===== config.mk =====
export PLATFORM = sky130hd
export DESIGN_NAME = core_resv_arbiter
export DESIGN_NICKNAME = d
export VERILOG_FILES = /design/src/rtl/core_resv_pkg.sv /design/src/rtl/core_resv_ctrl.sv /design/src/rtl/core_resv_data.sv /design/src/rtl/core_resv_arbiter.sv
export SDC_FILE = /design/constraint.sdc
export NUM_CORES = 1
export LEC_CHECK = 0
export ABC_AREA = 1
export BUFFER_PORTS_ARGS = -buffer_cell sky130_fd_sc_hd__buf_2
export CORE_MARGIN = 1
export CORE_UTILIZATION = 56
export DETAILED_ROUTE_END_ITERATION = 16
export PLACE_DENSITY = 0.87
export SLEW_MARGIN = 20
export SYNTH_ARGS = -nofsm -noshare
export SYNTH_HDL_FRONTEND = slang
export SYNTH_HIERARCHICAL = 1
export SYNTH_SLANG_ARGS = --single-unit
export TNS_END_PERCENT = 100

===== constraint.sdc =====
create_clock -name clk -period 7.65 [get_ports clk]
set_input_delay 2.295 -clock clk [delete_from_list [all_inputs] [get_ports clk]]
set_output_delay 2.295 -clock clk [all_outputs]
set_load 0.03 [all_outputs]

===== src/rtl/core_resv_pkg.sv =====
package core_resv_pkg;

  // strobes from the search control to the register datapath
  typedef struct packed {
    logic reserve;   // write the winning action into the chosen core
    logic anyReq;    // a request was accepted this cycle
  } resvStrb_t;

endpackage


===== src/rtl/core_resv_ctrl.sv =====
module core_resv_ctrl
  import core_resv_pkg::*;
#(
  parameter int NUM_CORES = 8,
  parameter int ACT_W     = 4,
  parameter int IDX_W     = $clog2(NUM_CORES)
) (
  input  logic                       clk,
  input  logic                       rstN,
  input  logic [NUM_CORES-1:0]       reqValid,
  input  logic [NUM_CORES*ACT_W-1:0] reqAction,
  input  logic [NUM_CORES-1:0]       eligible,
  output logic [NUM_CORES-1:0]       reqAccept,
  output resvStrb_t                  strb,
  output logic [IDX_W-1:0]           resvIdx,
  output logic [ACT_W-1:0]           resvAct,
  output logic                       grantValid,
  output logic                       grantFound,
  output logic [IDX_W-1:0]           grantIdx,
  output logic [IDX_W-1:0]           grantReq
);

  logic [IDX_W-1:0] winIdx;
  logic             winFound;
  logic [IDX_W-1:0] hitIdx;
  logic             hit;

  // fixed-priority front end: lowest requester with a nonzero code wins
  always_comb begin
    winIdx   = '0;
    winFound = 1'b0;
    for (int i = NUM_CORES - 1; i >= 0; i--) begin
      if (reqValid[i] && (reqAction[i*ACT_W +: ACT_W] != '0)) begin
        winIdx   = IDX_W'(i);
        winFound = 1'b1;
      end
    end
  end

  // rotated priority search, excluding the requester (offset 0)
  always_comb begin
    hitIdx = '0;
    hit    = 1'b0;
    for (int k = NUM_CORES - 1; k >= 1; k--) begin
      int pos;
      pos = int'(winIdx) + k;
      if (pos >= NUM_CORES) pos = pos - NUM_CORES;
      if (eligible[pos]) begin
        hitIdx = IDX_W'(pos);
        hit    = 1'b1;
      end
    end
  end

  always_comb begin
    reqAccept = '0;
    if (winFound) reqAccept[winIdx] = 1'b1;
  end

  assign strb.reserve = winFound && hit;
  assign strb.anyReq  = winFound;
  assign resvIdx      = hitIdx;
  assign resvAct      = reqAction[winIdx*ACT_W +: ACT_W];

  always_ff @(posedge clk or negedge rstN) begin
    if (!rstN) begin
      grantValid <= 1'b0;
      grantFound <= 1'b0;
      grantIdx   <= '1;
      grantReq   <= '0;
    end else begin
      grantValid <= winFound;
      grantFound <= winFound && hit;
      grantIdx   <= (winFound && hit) ? hitIdx : '1;
      grantReq   <= winIdx;
    end
  end

  AST_ACCEPT_ONEHOT: assert property (@(posedge clk) disable iff (!rstN)
    $onehot0(reqAccept));
  AST_NEVER_SELF: assert property (@(posedge clk) disable iff (!rstN)
    (grantValid && grantFound) |-> (grantIdx != grantReq));
  AST_GRANT_FOLLOWS: assert property (@(posedge clk) disable iff (!rstN)
    (|reqAccept) |=> grantValid);
  AST_MISS_INDEX: assert property (@(posedge clk) disable iff (!rstN)
    (grantValid && !grantFound) |-> (grantIdx == '1));

endmodule


===== src/rtl/core_resv_data.sv =====
module core_resv_data
  import core_resv_pkg::*;
#(
  parameter int NUM_CORES = 8,
  parameter int ACT_W     = 4,
  parameter int IDX_W     = $clog2(NUM_CORES)
) (
  input  logic                       clk,
  input  logic                       rstN,
  input  logic [NUM_CORES-1:0]       inHost,
  input  logic [NUM_CORES-1:0]       doneValid,
  input  resvStrb_t                  strb,
  input  logic [IDX_W-1:0]           resvIdx,
  input  logic [ACT_W-1:0]           resvAct,
  output logic [NUM_CORES-1:0]       eligible,
  output logic [NUM_CORES*ACT_W-1:0] actionOut,
  output logic [NUM_CORES-1:0]       ownerValid
);

  logic [ACT_W-1:0]     actReg [NUM_CORES];
  logic [NUM_CORES-1:0] ownReg;
  logic [NUM_CORES-1:0] clrPend;

  for (genvar c = 0; c < NUM_CORES; c++) begin : g_core
    always_ff @(posedge clk or negedge rstN) begin
      if (!rstN) begin
        actReg[c]  <= '0;
        ownReg[c]  <= 1'b0;
        clrPend[c] <= 1'b0;
      end else begin
        if (clrPend[c]) begin
          actReg[c]  <= '0;
          clrPend[c] <= 1'b0;
        end else if (strb.reserve && (resvIdx == IDX_W'(c))) begin
          actReg[c] <= resvAct;
          ownReg[c] <= 1'b1;
        end
        if (doneValid[c] && ownReg[c]) begin
          ownReg[c]  <= 1'b0;
          clrPend[c] <= 1'b1;
        end
      end
    end

    assign eligible[c]                 = inHost[c] && (actReg[c] == '0);
    assign actionOut[c*ACT_W +: ACT_W] = actReg[c];
    assign ownerValid[c]               = ownReg[c];

    AST_OWNER_HAS_ACTION: assert property (@(posedge clk) disable iff (!rstN)
      ownReg[c] |-> (actReg[c] != '0));
    AST_OWNER_CLEARED_FIRST: assert property (@(posedge clk) disable iff (!rstN)
      clrPend[c] |-> !ownReg[c]);
  end

  AST_RESERVE_FREE: assert property (@(posedge clk) disable iff (!rstN)
    strb.reserve |-> (actReg[resvIdx] == '0 && inHost[resvIdx] && resvAct != '0));
  AST_RESERVE_NEEDS_REQ: assert property (@(posedge clk) disable iff (!rstN)
    strb.reserve |-> strb.anyReq);

endmodule


===== src/rtl/core_resv_arbiter.sv =====
module core_resv_arbiter
  import core_resv_pkg::*;
#(
  parameter int NUM_CORES = 8,
  parameter int ACT_W     = 4,
  parameter int IDX_W     = $clog2(NUM_CORES)
) (
  input  logic                       clk,
  input  logic                       rstN,
  input  logic [NUM_CORES-1:0]       inHost,
  input  logic [NUM_CORES-1:0]       reqValid,
  input  logic [NUM_CORES*ACT_W-1:0] reqAction,
  input  logic [NUM_CORES-1:0]       doneValid,
  output logic [NUM_CORES-1:0]       reqAccept,
  output logic                       grantValid,
  output logic                       grantFound,
  output logic [IDX_W-1:0]           grantIdx,
  output logic [IDX_W-1:0]           grantReq,
  output logic [NUM_CORES*ACT_W-1:0] actionOut,
  output logic [NUM_CORES-1:0]       ownerValid
);

  resvStrb_t            strb;
  logic [IDX_W-1:0]     resvIdx;
  logic [ACT_W-1:0]     resvAct;
  logic [NUM_CORES-1:0] eligible;

  core_resv_ctrl #(.NUM_CORES(NUM_CORES), .ACT_W(ACT_W), .IDX_W(IDX_W)) u_ctrl (
    .clk(clk), .rstN(rstN), .reqValid(reqValid), .reqAction(reqAction),
    .eligible(eligible), .reqAccept(reqAccept), .strb(strb),
    .resvIdx(resvIdx), .resvAct(resvAct), .grantValid(grantValid),
    .grantFound(grantFound), .grantIdx(grantIdx), .grantReq(grantReq)
  );

  core_resv_data #(.NUM_CORES(NUM_CORES), .ACT_W(ACT_W), .IDX_W(IDX_W)) u_data (
    .clk(clk), .rstN(rstN), .inHost(inHost), .doneValid(doneValid),
    .strb(strb), .resvIdx(resvIdx), .resvAct(resvAct), .eligible(eligible),
    .actionOut(actionOut), .ownerValid(ownerValid)
  );

endmodule


-- After elaboration in Yosys (flattened, before gate mapping)
Index checks and enable logic that the tools add are counted.
- bitwise operators: 0
- reductions and logical operators: 75
- muxes and demuxes: 110
- shift-type cells: 1
- $mul: 0
- equality and inequality tests: 15
- order comparisons: 16
- divide/modulo/power cells: 0
- $add $sub $neg: 14
- operators by type and width (operator ; count):
    32-bit by 5-bit greater-or-equal comparator with 1-bit output, second input constant ; 7
    32-bit by 5-bit < comparator with 1-bit output, second input constant ; 7
    32-bit two-way mux ; 7
    32-bit by 5-bit subtractor with 32-bit output, second input constant ; 7
    4-bit two-way mux ; 16
    1-bit two-way mux ; 62
    3-bit two-way mux ; 16
    1-bit logical AND ; 34
    4-bit zero test ; 8
    2-bit nonzero test ; 16
    4-bit nonzero test ; 8
    32-bit by 6-bit variable part select with 4-bit output ; 1
    1-bit binary-select mux with 3-bit select ; 7
    3-bit by 3-bit adder with 4-bit output, second input constant ; 4
    2-bit != test, second input constant ; 8
    2-bit AND reduction ; 8
    3-bit equality test, second input constant ; 4
    3-bit by 2-bit adder with 4-bit output, second input constant ; 2
    8-bit two-way mux ; 1
    3-bit by 2-bit equality test with 1-bit output, second input constant ; 2
    3-bit by 1-bit adder with 4-bit output, second input constant ; 1
    3-bit by 4-bit < comparator with 1-bit output, second input constant ; 1
    1-bit demux with 3-bit select ; 1
    3-bit by 1-bit equality test with 1-bit output, second input constant ; 1
    2 further kinds ; 2
- bits of input ports: 58
- logic and storage cells: 259
- register bits: 56
- bits in writable memories: 0
- memories: 0
- bits in latches: 0
- memory bits (read-only): 0

-- Longest topological paths before layout
Gate-level depths: netlist of the first run.
- depth after elaboration: 28
- depth in mapped cells: 33

-- Cells and area by module
The synthesis of the first run kept the hierarchy.
- by module, submodules not included (module ; cells each ; area each (um2) ; times used ; seq. area each (um2)):
    core_resv_data ; 251 ; 2112.0 ; 1 ; 1201.2
    core_resv_ctrl ; 253 ; 1500.2 ; 1 ; 203.9

-- Worst setup path after synthesis of the first run
Ideal clock, no wire load.
- kind: input -> output
- from: in reqAction[4]
- to: out reqAccept[4]
- cell stages on the path: 10
- arrival: 3947 ps
- path buffers: 1
- data required time: 5355 ps
- path slack: 1408 ps
- path through: or2_4 -> o31ai_4 -> nand2_2 -> nor2_2 -> nand2_2 -> buf_6 -> inv_1 -> ha_1 -> nand2_1 -> nor2_1
- word-level cells in the longest chain between the ends: 9
- elaborated cells on any way between the ends: 12
- those cells by class: order compare: 2; mux: 7; reduce/logical: 3
- RTL lines (item ; RTL line ; source):
    start, declared ; core_resv_arbiter.sv:12 ; input logic [NUM_CORES*ACT_W-1:0] reqAction,
    4-bit nonzero test * ; core_resv_ctrl.sv:33 ; if (reqValid[i] && (reqAction[i*ACT_W +: ACT_W] != '0)) begin
    1-bit logical AND * ; core_resv_ctrl.sv:33 ;
    3-bit two-way mux * (2 in a row) ; core_resv_ctrl.sv:33 ;
    via u_ctrl.winIdx[2] ; core_resv_ctrl.sv:23 ; logic [IDX_W-1:0] winIdx;
    3-bit by 4-bit < comparator with 1-bit output (implied by the code) or 3-bit by 1-bit greater-or-equal comparator with 1-bit output (tied branches) ; core_resv_ctrl.sv:57 ; if (winFound) reqAccept[winIdx] = 1'b1;
    1-bit logical AND (implied by the code) ; core_resv_ctrl.sv:57 ;
    1-bit two-way mux (implied by the code) ; core_resv_ctrl.sv:57 ;
    1-bit demux with 3-bit select * ; n/a ;
    8-bit two-way mux * ; core_resv_ctrl.sv:57 ;
    end, declared ; core_resv_arbiter.sv:14 ; output logic [NUM_CORES-1:0] reqAccept,
The timed path passes the listed nets; every way through them passes the cells marked *.

-- Worst setup path after layout of the first run
- from: in reqAction[3]
- to: out reqAccept[4]
- word-level cells in the longest chain between the ends: 8
- elaborated cells on any way between the ends: 10
- those cells by class: order compare: 2; mux: 5; reduce/logical: 3
- RTL lines (item ; RTL line):
    4-bit nonzero test * ; core_resv_ctrl.sv:33
    1-bit logical AND * ; core_resv_ctrl.sv:33
    3-bit two-way mux ; core_resv_ctrl.sv:33
    3-bit by 4-bit < comparator with 1-bit output (implied by the code) or 3-bit by 1-bit greater-or-equal comparator with 1-bit output (tied branches) ; core_resv_ctrl.sv:57
    1-bit logical AND (implied by the code) ; core_resv_ctrl.sv:57
    1-bit two-way mux (implied by the code) ; core_resv_ctrl.sv:57
    1-bit demux with 3-bit select ; n/a
    8-bit two-way mux * ; core_resv_ctrl.sv:57
Mark *: on every way between the ends. The rest lies on a longest branch, timed or not.

==> results of run 1 <==
tightest hold or removal path: stages (launching register included):
cell and delay [ns]:
dfrtp_1 0.38, nand2_1 0.06, nand2_1 0.05
worst paths after layout:
check | from | to | cells after the start
worst max-delay path | reqAction[3] | reqAccept[4] | 11
worst min-delay path | u_data/actionOut[26]$_DFFE_PN0P_ | u_data/actionOut[26]$_DFFE_PN0P_ | 2
worst max register to register | u_data/actionOut[7]$_DFFE_PN0P_ | u_data/actionOut[30]$_DFFE_PN0P_ | 19
worst min register to register | u_data/actionOut[26]$_DFFE_PN0P_ | u_data/actionOut[26]$_DFFE_PN0P_ | 2
max in group asynchronous | rstN | u_data/actionOut[28]$_DFFE_PN0P_ | 2
min in group asynchronous | rstN | u_data/actionOut[6]$_DFFE_PN0P_ | 2
registers in the layout (all words and copies together) (netlist names):
register,flops
u_data/actionOut,32
u_data/clrPend,8
u_data/ownerValid,8
u_ctrl/grantIdx,3
u_ctrl/grantReq,3
u_ctrl/grantFound,1
u_ctrl/grantValid,1
through the flow:
stage	area [um^2]	hold slack, ns	setup slack [ns]	power, mW	util [%]
global placement	4160	0.477	0.959	1.22	68.7
floorplan	3600	0.516	1.41	1.04	-
global route	4270	0.541	0.619	1.55	70.4
detailed placement	4160	0.491	0.835	1.25	68.7
finish	4270	0.514	0.782	1.44	70.4
CTS	4270	0.517	0.854	1.43	70.4
final cells by class:
class	instances	area, um^2
multi-input cells	374	1860
fillers	507	1800
flip-flops and latches	56	1410
repair buffers	114	573
inverters	60	226
well taps	75	93.8
clock buffers	5	68.8
clock inverters	3	33.8
per-layer routing:
| metal | global-route usage, % | routed length (um) | up-vias |
|---|---|---|---|
| li1 | - | - | 1832 |
| met1 | 39.1 | 4000 | 1801 |
| met2 | 52.7 | 4920 | 198 |
| met3 | 5.71 | 790 | 24 |
| met4 | 11.4 | 192 | 0 |
| met5 | 0 | 0 | - |
cells in the final DEF (no fill, tap or decap), drive strengths merged:
master / instances
buf: 114
xor2: 2
o22ai: 1
nand3: 83
inv: 58
clkbuf: 5
dfrtp: 53
nand3b: 1
a31oi: 4
o21ai: 30
ha: 6
nand2: 147
dfstp: 3
o31ai: 2
clkinv: 5
nor2: 59
xnor2: 1
or2: 3
nor3: 8
a21oi: 26
a22o: 1
power by group through the flow:
stage	Sequential [mW]	Clock, mW	Combinational, mW
5_1_grt	0.468	0.193	0.886
3_5_place_dp	0.460	0	0.792
4_1_cts	0.455	0.181	0.798
3_3_place_gp	0.456	0	0.768
6_report	0.456	0.179	0.807
2_1_floorplan	0.611	0	0.430
==> reports/results.ini, run 1 <==
[critical_path]
path_class=in -> out
r2r_slack_ns=4.52
path_buf_inv=4
setup.worst_path.end_class=output pin
slowest_delay_ns=0.67
slowest_stage=nor2_2
crit_top_cell=buf_2
crit_family=simple AND/OR/NAND/NOR gates
start_kind=input port
worst_ep_arrival_time_ns=4.57
critical_path.max_fanout=19
path_cells=buf_2 -> inv_1 -> nand3_1 -> o21ai_4 -> nand2_2 -> nor2_2 -> inv_2 -> ha_1 -> nand2_1 -> nor2_1 -> buf_2
crit_required_ns=5.36

[power]
p_leak_nw=2.47
power_density_nw_per_um2=338
combPwrFrac_pct=56.0
swShare_pct=52.0
seqPwrFrac_pct=31.6
irDropWorstVdd_v=0.000219
pwr-share-clk_pct=12.4
netSwitchingPower_mw=0.750
p_int_mw=0.692

[detailed_routing]
ant_nets=0
drt-initial-drc-count=408
drc=0
num_vias=3855
detail_route.wl_per_cell_um=14.4
vias_per_cell=5.61
routed_wl_um=9900
detail_route.first_pass.iterations=5

[timing]
finalMaxSlewViolations=0
report.final.hold_viol_count=0
slew_headroom_pct=26.6
fmaxAchievable_mhz=146
tightest_slew_ns=1.10
clock_skew_ns=0.00641
fin_setup_tns_ns=0
period_minus_slack_ns=6.87
fin_crit_sh_pct=89.8
grt_setup_unrepaired=no
setup_viol=0

[global_routing]
grt_antenna_before_repair=0
grt_overflow=0
grt_pass1_vias=3491
grtUsageTotal_pct=31.0
grt_max_degree=57
grt_pass1_wl_um=15800

[die]
io_pins=114
rows=28
fp.dieH_um=82.2
die-area_um2=6760
die_x_um=82.2
core_area_um2=6060
start_util_pct=59.5

[cells_and_area]
area_growth_syn_to_layout_pct=18.3
n_antenna_cell=0
drive_above_1_share_pct=27.0
final_nets=675
final_cells=687

[job]
drv_cap=0

[logic_synthesis]
synthesis.nets=567
syn_area_um2=3600
ys_warn_count=6
avgSynthCellArea_um2=7.17
syn_inst=503

[clock_tree]
ctsResizeCount=0
clock_sinks=56
clockBufferDepth=2
cts_hold_buf=0
clkTransAtPathRegs_ns=0.11
cts_setup_buffers=0
cts_buffers=5
htree_levels=2
cts_root_buffer=clkbuf_8
clock_latency_ns=0.32
cts_tree=done

[status]
status=completed

[placed_design]
dp.cells=679
io_buffers=113
hpwl_um=7450
place.gp.congestion=0.956

[hold_path]
hp-class=reg -> reg

No activity file was read; power rests on OpenSTA's default activity.
==> run 2, diff against run 1 <==
==> constraint.sdc (replaced) <==
create_clock -name clk -period 7.65 [get_ports clk]
set_input_delay 2.295 -clock clk [delete_from_list [all_inputs] [get_ports clk]]
set_output_delay 2.295 -clock clk [all_outputs]
set_load 0.1 [all_outputs]
==> reports/results.ini, run 2 (synthesis results as in run 1) <==
[critical_path]
path_buf_inv=3  ; was 4
start_kind=input port  ; unchanged
path_cells=buf_2 -> or2_0 -> o31ai_2 -> nand2_1 -> nand2_1 -> nand2_2 -> nand2_4 -> inv_1 -> nor2_1 -> buf_2  ; was buf_2 -> inv_1 -> nand3_1 -> o21ai_4 -> nand2_2 -> nor2_2 -> inv_2 -> ha_1 -> nand2_1 -> nor2_1 -> buf_2
slowest_delay_ns=0.43  ; was 0.67 ns
path_class=in -> out  ; unchanged
worst_ep_arrival_time_ns=4.41  ; was 4.57 ns
critical_path.max_fanout=41  ; was 19
crit_family=simple AND/OR/NAND/NOR gates  ; unchanged
slowest_stage=buf_2  ; was nor2_2
setup.worst_path.end_class=output pin  ; unchanged
crit_required_ns=5.36  ; about the same

[global_routing]
grt_overflow=0  ; unchanged
grt_max_degree=57  ; unchanged
grtUsageTotal_pct=30.7  ; was 31.0%
grt_antenna_before_repair=0  ; unchanged
grt_pass1_wl_um=15800  ; about the same
grt_pass1_vias=3440  ; was 3491

[cells_and_area]
drive_above_1_share_pct=27.1  ; was 27.0%
largest_reg_flops=32  ; unchanged
final_cell_mix=nand2_1, buf_2, nand3_1  ; unchanged
n_antenna_cell=0  ; unchanged
area_growth_syn_to_layout_pct=18.4  ; was 18.3%
final_cells=688  ; was 687
final_nets=676  ; was 675
final.fill_count=518  ; was 507
layout_commonest_cell=nand2_1  ; unchanged

[placed_design]
dp.cells=680  ; was 679
place.gp.congestion=0.977  ; was 0.956
io_buffers=113  ; unchanged
hpwl_um=7520  ; was 7450 um

[clock_tree]
cts_hold_buf=0  ; unchanged
clock_latency_ns=0.32  ; about the same
cts_buffers=5  ; unchanged
htree_levels=2  ; unchanged
cts_tree=done  ; unchanged
clkTransAtPathRegs_ns=0.10  ; was 0.11 ns
cts_root_buffer=clkbuf_8  ; unchanged
ctsResizeCount=0  ; unchanged
cts_setup_buffers=0  ; unchanged
clockBufferDepth=2  ; unchanged
clock_sinks=56  ; unchanged

[detailed_routing]
detail_route.wl_per_cell_um=14.3  ; was 14.4 um
num_vias=3788  ; was 3855
ant_nets=0  ; unchanged
drt-initial-drc-count=391  ; was 408
drc=0  ; unchanged
vias_per_cell=5.51  ; was 5.61
routed_wl_um=9840  ; was 9900 um
detail_route.first_pass.iterations=6  ; was 5

[die]
core_area_um2=6060  ; unchanged
fp.dieH_um=82.2  ; unchanged
die_x_um=82.2  ; unchanged
io_pins=114  ; unchanged
start_util_pct=59.5  ; unchanged
rows=28  ; unchanged
die-area_um2=6760  ; unchanged

[timing]
fin_setup_tns_ns=0  ; unchanged
grt_setup_unrepaired=no  ; unchanged
fin_crit_sh_pct=87.6  ; was 89.8%
tightest_slew_ns=1.07  ; was 1.10 ns
slew_headroom_pct=28.6  ; was 26.6%
finalMaxSlewViolations=0  ; unchanged
holdWs_ns=0.507  ; was 0.514 ns
period_minus_slack_ns=6.70  ; was 6.87 ns
setup_viol=0  ; unchanged
report.final.hold_viol_count=0  ; unchanged
clock_skew_ns=0.0108  ; was 0.00641 ns
fmaxAchievable_mhz=149  ; was 146 MHz

[job]
drv_cap=0  ; unchanged

[power]
irDropWorstVdd_v=0.000454  ; was 0.000219 V
p_leak_nw=2.47  ; about the same
power_density_nw_per_um2=438  ; was 338 nW/um^2

[status]
status=completed  ; unchanged

[hold_path]
hp-class=reg -> reg  ; unchanged

## run 2: changes by cell type in the layout (fill, tap and decap cells not counted)
cell | previous run | this run
clkinv_8 | 1 | 0
clkinvlp_4 | 0 | 1
buf_4 | 1 | 2
inv_6 | 1 | 0
inv_8 | 0 | 1
## run 2: path summary, 6_finish.rpt
| path | end | slack, ns | from | cells after the start |
|---|---|---|---|---|
| setup / recovery | reqAccept[4] | 0.95 | reqAction[13] | 10 |
| hold / removal | u_data/actionOut[26]$_DFFE_PN0P_ | 0.51 | u_data/actionOut[26]$_DFFE_PN0P_ | 2 |
| setup reg to reg | u_data/actionOut[30]$_DFFE_PN0P_ | 4.61 | u_data/actionOut[7]$_DFFE_PN0P_ | 19 |
| hold reg to reg | u_data/actionOut[26]$_DFFE_PN0P_ | 0.51 | u_data/actionOut[26]$_DFFE_PN0P_ | 2 |
| max in group asynchronous | u_data/actionOut[12]$_DFFE_PN0P_ | 5.08 | rstN | 2 |
| min in group asynchronous | u_data/actionOut[7]$_DFFE_PN0P_ | 2.09 | rstN | 2 |
## run 2: per-layer routing
layer	global-route usage (%)	up-vias	wire length [um]
met4	8.42	0	131
met5	0	-	0
met3	4.51	15	773
met1	40.2	1742	4070
met2	53.0	195	4860
li1	-	1836	-
## run 2: worst reg2reg max path, stage by stage, from the launching register on
cell      delay (ns)
dfrtp_1         0.41
nor2_1          0.11
nand2_1         0.05
nor3_1          0.49
nand3_1         0.24
nand3_1         0.20
nand3_2         0.10
nand2_2         0.11
nand3_1         0.08
nand3_1         0.09
nand2_1         0.05
nand2_1         0.05
nand2_1         0.06
nand2_1         0.20
nand2_2         0.12
nor2_1          0.24
nand2_1         0.14
clkinv_2        0.09
nand2_1         0.05
nand2_1         0.10
## run 2: report_power, final
group	leakage (nW)	total [mW]	internal (mW)	switching, mW
combinational	1.71	1.24	0.228	1.01
sequential	0.720	0.456	0.394	0.0621
clock	0.0463	0.175	0.0676	0.108
## run 2: cell type report
type / count / area (um^2) / share of cell area [%]
flip-flops and latches: 56 / 1410 / 32.9
multi-input cells: 374 / 1860 / 43.7
clock inverters: 3 / 27.5 / 0.645
clock buffers: 5 / 68.8 / 1.61
repair buffers: 115 / 581 / 13.6
well taps: 75 / 93.8 / 2.20
inverters: 60 / 226 / 5.31
## run 2: per-stage QoR
stage	util (%)	area, um^2	total power, mW	setup WS (ns)
CTS	70.4	4270	1.86	0.990
detailed placement	68.8	4170	1.68	0.985
floorplan	-	3600	1.47	0.561
global placement	68.8	4170	1.66	1.06
global route	70.4	4270	1.97	0.753
finish	70.4	4270	1.87	0.945
==> run 3, diff against run 2 <==
Settings changed: CORE_UTILIZATION 56 to 55, PLACE_DENSITY 0.87 to 0.85, SYNTH_HIERARCHICAL 1 to not set.
==> reports/results.ini, run 3 <==
[power]
power_density_nw_per_um2=459  ; was 438 nW/um^2
pwr-share-clk_pct=8.7  ; was 9.4%
swShare_pct=63.7  ; was 63.1%
p_int_mw=0.711  ; was 0.690 mW
combPwrFrac_pct=67.5  ; was 66.2%
netSwitchingPower_mw=1.25  ; was 1.18 mW
seqPwrFrac_pct=23.8  ; was 24.4%
irDropWorstVdd_v=0.000508  ; was 0.000454 V
p_leak_nw=2.40  ; was 2.47 nW

[cells_and_area]
layout_commonest_cell=nand2_1  ; unchanged
final_cell_mix=nand2_1, buf_2, nand3_1  ; unchanged
n_antenna_cell=0  ; unchanged
area_growth_syn_to_layout_pct=20.1  ; was 18.4%
largest_reg_flops=32  ; unchanged
finalCoreUtilization_pct=70.1  ; was 70.4%
final_nets=664  ; was 676
drive_above_1_share_pct=28.8  ; was 27.1%

[clock_tree]
cts_buffers=5  ; unchanged
cts_root_buffer=clkbuf_8  ; unchanged
clockBufferDepth=2  ; unchanged
clkTransAtPathRegs_ns=0.10  ; about the same
cts_tree=done  ; unchanged
htree_levels=2  ; unchanged
cts_hold_buf=0  ; unchanged
clock_latency_ns=0.31  ; was 0.32 ns
clock_sinks=56  ; unchanged
cts_setup_buffers=0  ; unchanged
ctsResizeCount=0  ; unchanged

[detailed_routing]
detail_route.wl_per_cell_um=14.0  ; was 14.3 um
vias_per_cell=5.51  ; about the same
num_vias=3724  ; was 3788
detail_route.first_pass.iterations=5  ; was 6
routed_wl_um=9440  ; was 9840 um
ant_nets=0  ; unchanged
drt-initial-drc-count=323  ; was 391
drc=0  ; unchanged

[timing]
grt_setup_unrepaired=no  ; unchanged
clock_skew_ns=0.00800  ; was 0.0108 ns
tightest_slew_ns=0.711  ; was 1.07 ns
setup_viol=0  ; unchanged
finalMaxSlewViolations=0  ; unchanged
report.final.hold_viol_count=0  ; unchanged
fin_crit_sh_pct=86.0  ; was 87.6%
fmaxAchievable_mhz=152  ; was 149 MHz
fin_setup_tns_ns=0  ; unchanged
period_minus_slack_ns=6.58  ; was 6.70 ns
slew_headroom_pct=52.6  ; was 28.6%

[logic_synthesis]
synthesis.nets=551  ; was 567
synthTopCellsByArea=dfrtp_1, nand2_1, nand3_1
synth_top_area_share_pct=37.3
async_flop_share_pct=100
synth-seq-area-share_pct=39.5
post-synth-top-count-cell=nand2_1
synthTopCellsByCount=nand2_1, nand3_1, dfrtp_1, inv_1, nor2_1
synth_edf_count=0
syn_area_um2=3560  ; was 3600 um^2
ys_warn_count=0  ; was 6
avgSynthCellArea_um2=7.30  ; was 7.17 um^2
synth_seq_cells=56
yosys_most_used_dff=dfrtp_1
synth_cell_types=31
syn_inst=487  ; was 503
synth_top_area_cell=dfrtp_1

[critical_path]
crit_top_cell=nand2_1
worst_ep_arrival_time_ns=4.28  ; was 4.41 ns
critical_path.max_fanout=31  ; was 41
setup.worst_path.end_class=output pin  ; unchanged
crit_required_ns=5.36  ; about the same
path_class=in -> out  ; unchanged
path_cells=buf_2 -> nor2_1 -> a21oi_2 -> nand2_1 -> nand2_1 -> nand2_1 -> nand2_1 -> nand2_2 -> nand2_4 -> nand2_4 -> inv_1 -> nor2_1 -> buf_2  ; was buf_2 -> or2_0 -> o31ai_2 -> nand2_1 -> nand2_1 -> nand2_2 -> nand2_4 -> inv_1 -> nor2_1 -> buf_2
slowest_delay_ns=0.45  ; was 0.43 ns
slowest_stage=buf_2  ; unchanged
start_kind=input port  ; unchanged

[die]
io_pins=114  ; unchanged
die_x_um=82.4  ; was 82.2 um
start_util_pct=58.4  ; was 59.5%
fp.dieH_um=82.4  ; was 82.2 um
die-area_um2=6790  ; was 6760 um^2
rows=28  ; unchanged
core_area_um2=6100  ; was 6060 um^2

[global_routing]
grt_overflow=0  ; unchanged
grt_max_degree=57  ; unchanged
grt_pass1_wl_um=15500  ; was 15800 um
grtUsageTotal_pct=30.2  ; was 30.7%
grt_pass1_vias=3411  ; was 3440
grt_antenna_before_repair=0  ; unchanged

[placed_design]
io_buffers=113  ; unchanged
place.gp.congestion=0.938  ; was 0.977
hpwl_um=7280  ; was 7520 um

[hold_path]
hp-class=reg -> reg  ; unchanged

[job]
drv_cap=0  ; unchanged

[status]
status=completed  ; unchanged

## run 3: worst paths after layout
kind                                             startpoint                               end  slack (ns)  depth (start not counted)
min                        u_data.actionOut[20]$_DFFE_PN0P_  u_data.actionOut[20]$_DFFE_PN0P_        0.51                          2
min reg2reg                u_data.actionOut[20]$_DFFE_PN0P_  u_data.actionOut[20]$_DFFE_PN0P_        0.51                          2
min in group asynchronous                              rstN      u_ctrl.grantReq[0]$_DFF_PN0_        2.07                          2
max                                           reqAction[29]                      reqAccept[6]        1.07                         13
max reg2reg                u_data.actionOut[11]$_DFFE_PN0P_   u_data.actionOut[5]$_DFFE_PN0P_        4.87                         14
max in group asynchronous                              rstN   u_data.actionOut[2]$_DFFE_PN0P_        5.07                          2
## run 3: cells by family after synthesis
logic type	Yosys count	synth area share, %
flops	56	39.5
buf+inv	60	6.82
fa+ha+maj	6	2.11
simple gates	321	42.7
xor+xnor	2	0.915
compound gates	42	7.95
## run 3: power groups by stage
stage / logic, mW / registers (mW) / clock network (mW)
after global placement: 1.30 / 0.466 / 0
after global routing: 1.41 / 0.477 / 0.189
after floorplan: 0.490 / 1.07 / 0
final: 1.32 / 0.466 / 0.170
after detailed placement: 1.32 / 0.469 / 0
after CTS: 1.32 / 0.466 / 0.175
## run 3: layout make-up
cell class | count | area (um^2)
Fill cell | 541 | 1820
Sequential cell | 56 | 1410
Timing Repair Buffer | 115 | 581
Inverter | 51 | 191
Tap cell | 75 | 93.8
Clock buffer | 5 | 68.8
Multi-Input combinational cell | 371 | 1910
Clock inverter | 3 | 22.5
## run 3: critical path, delay by kind of cell
| family | cells | cell delay [ns] |
|---|---|---|
| buffers and inverters | 3 | 0.93 |
| and+or+nand+nor | 9 | 0.97 |
| AOI/OAI and AO/OA | 1 | 0.08 |
## run 3: routing by layer
layer  vias up  wire, um  global-route usage (%)
met2       166      4640                    51.7
li1       1819         -                       -
met4         0       106                    7.72
met5         -         0                       0
met1      1726      4040                    40.2
met3        13       647                    3.96
## run 3: metrics by stage
step | cells | hold slack (ns) | setup WS [ns] | instance area [um^2] | power [mW]
after global routing | 676 | 0.530 | 0.841 | 4270 | 2.08
final | 676 | 0.510 | 1.07 | 4270 | 1.96
after floorplan | 487 | 0.516 | 0.483 | 3560 | 1.56
after global placement | 668 | 0.478 | 1.13 | 4180 | 1.76
after detailed placement | 668 | 0.483 | 1.07 | 4180 | 1.79
after CTS | 676 | 0.512 | 1.06 | 4270 | 1.96
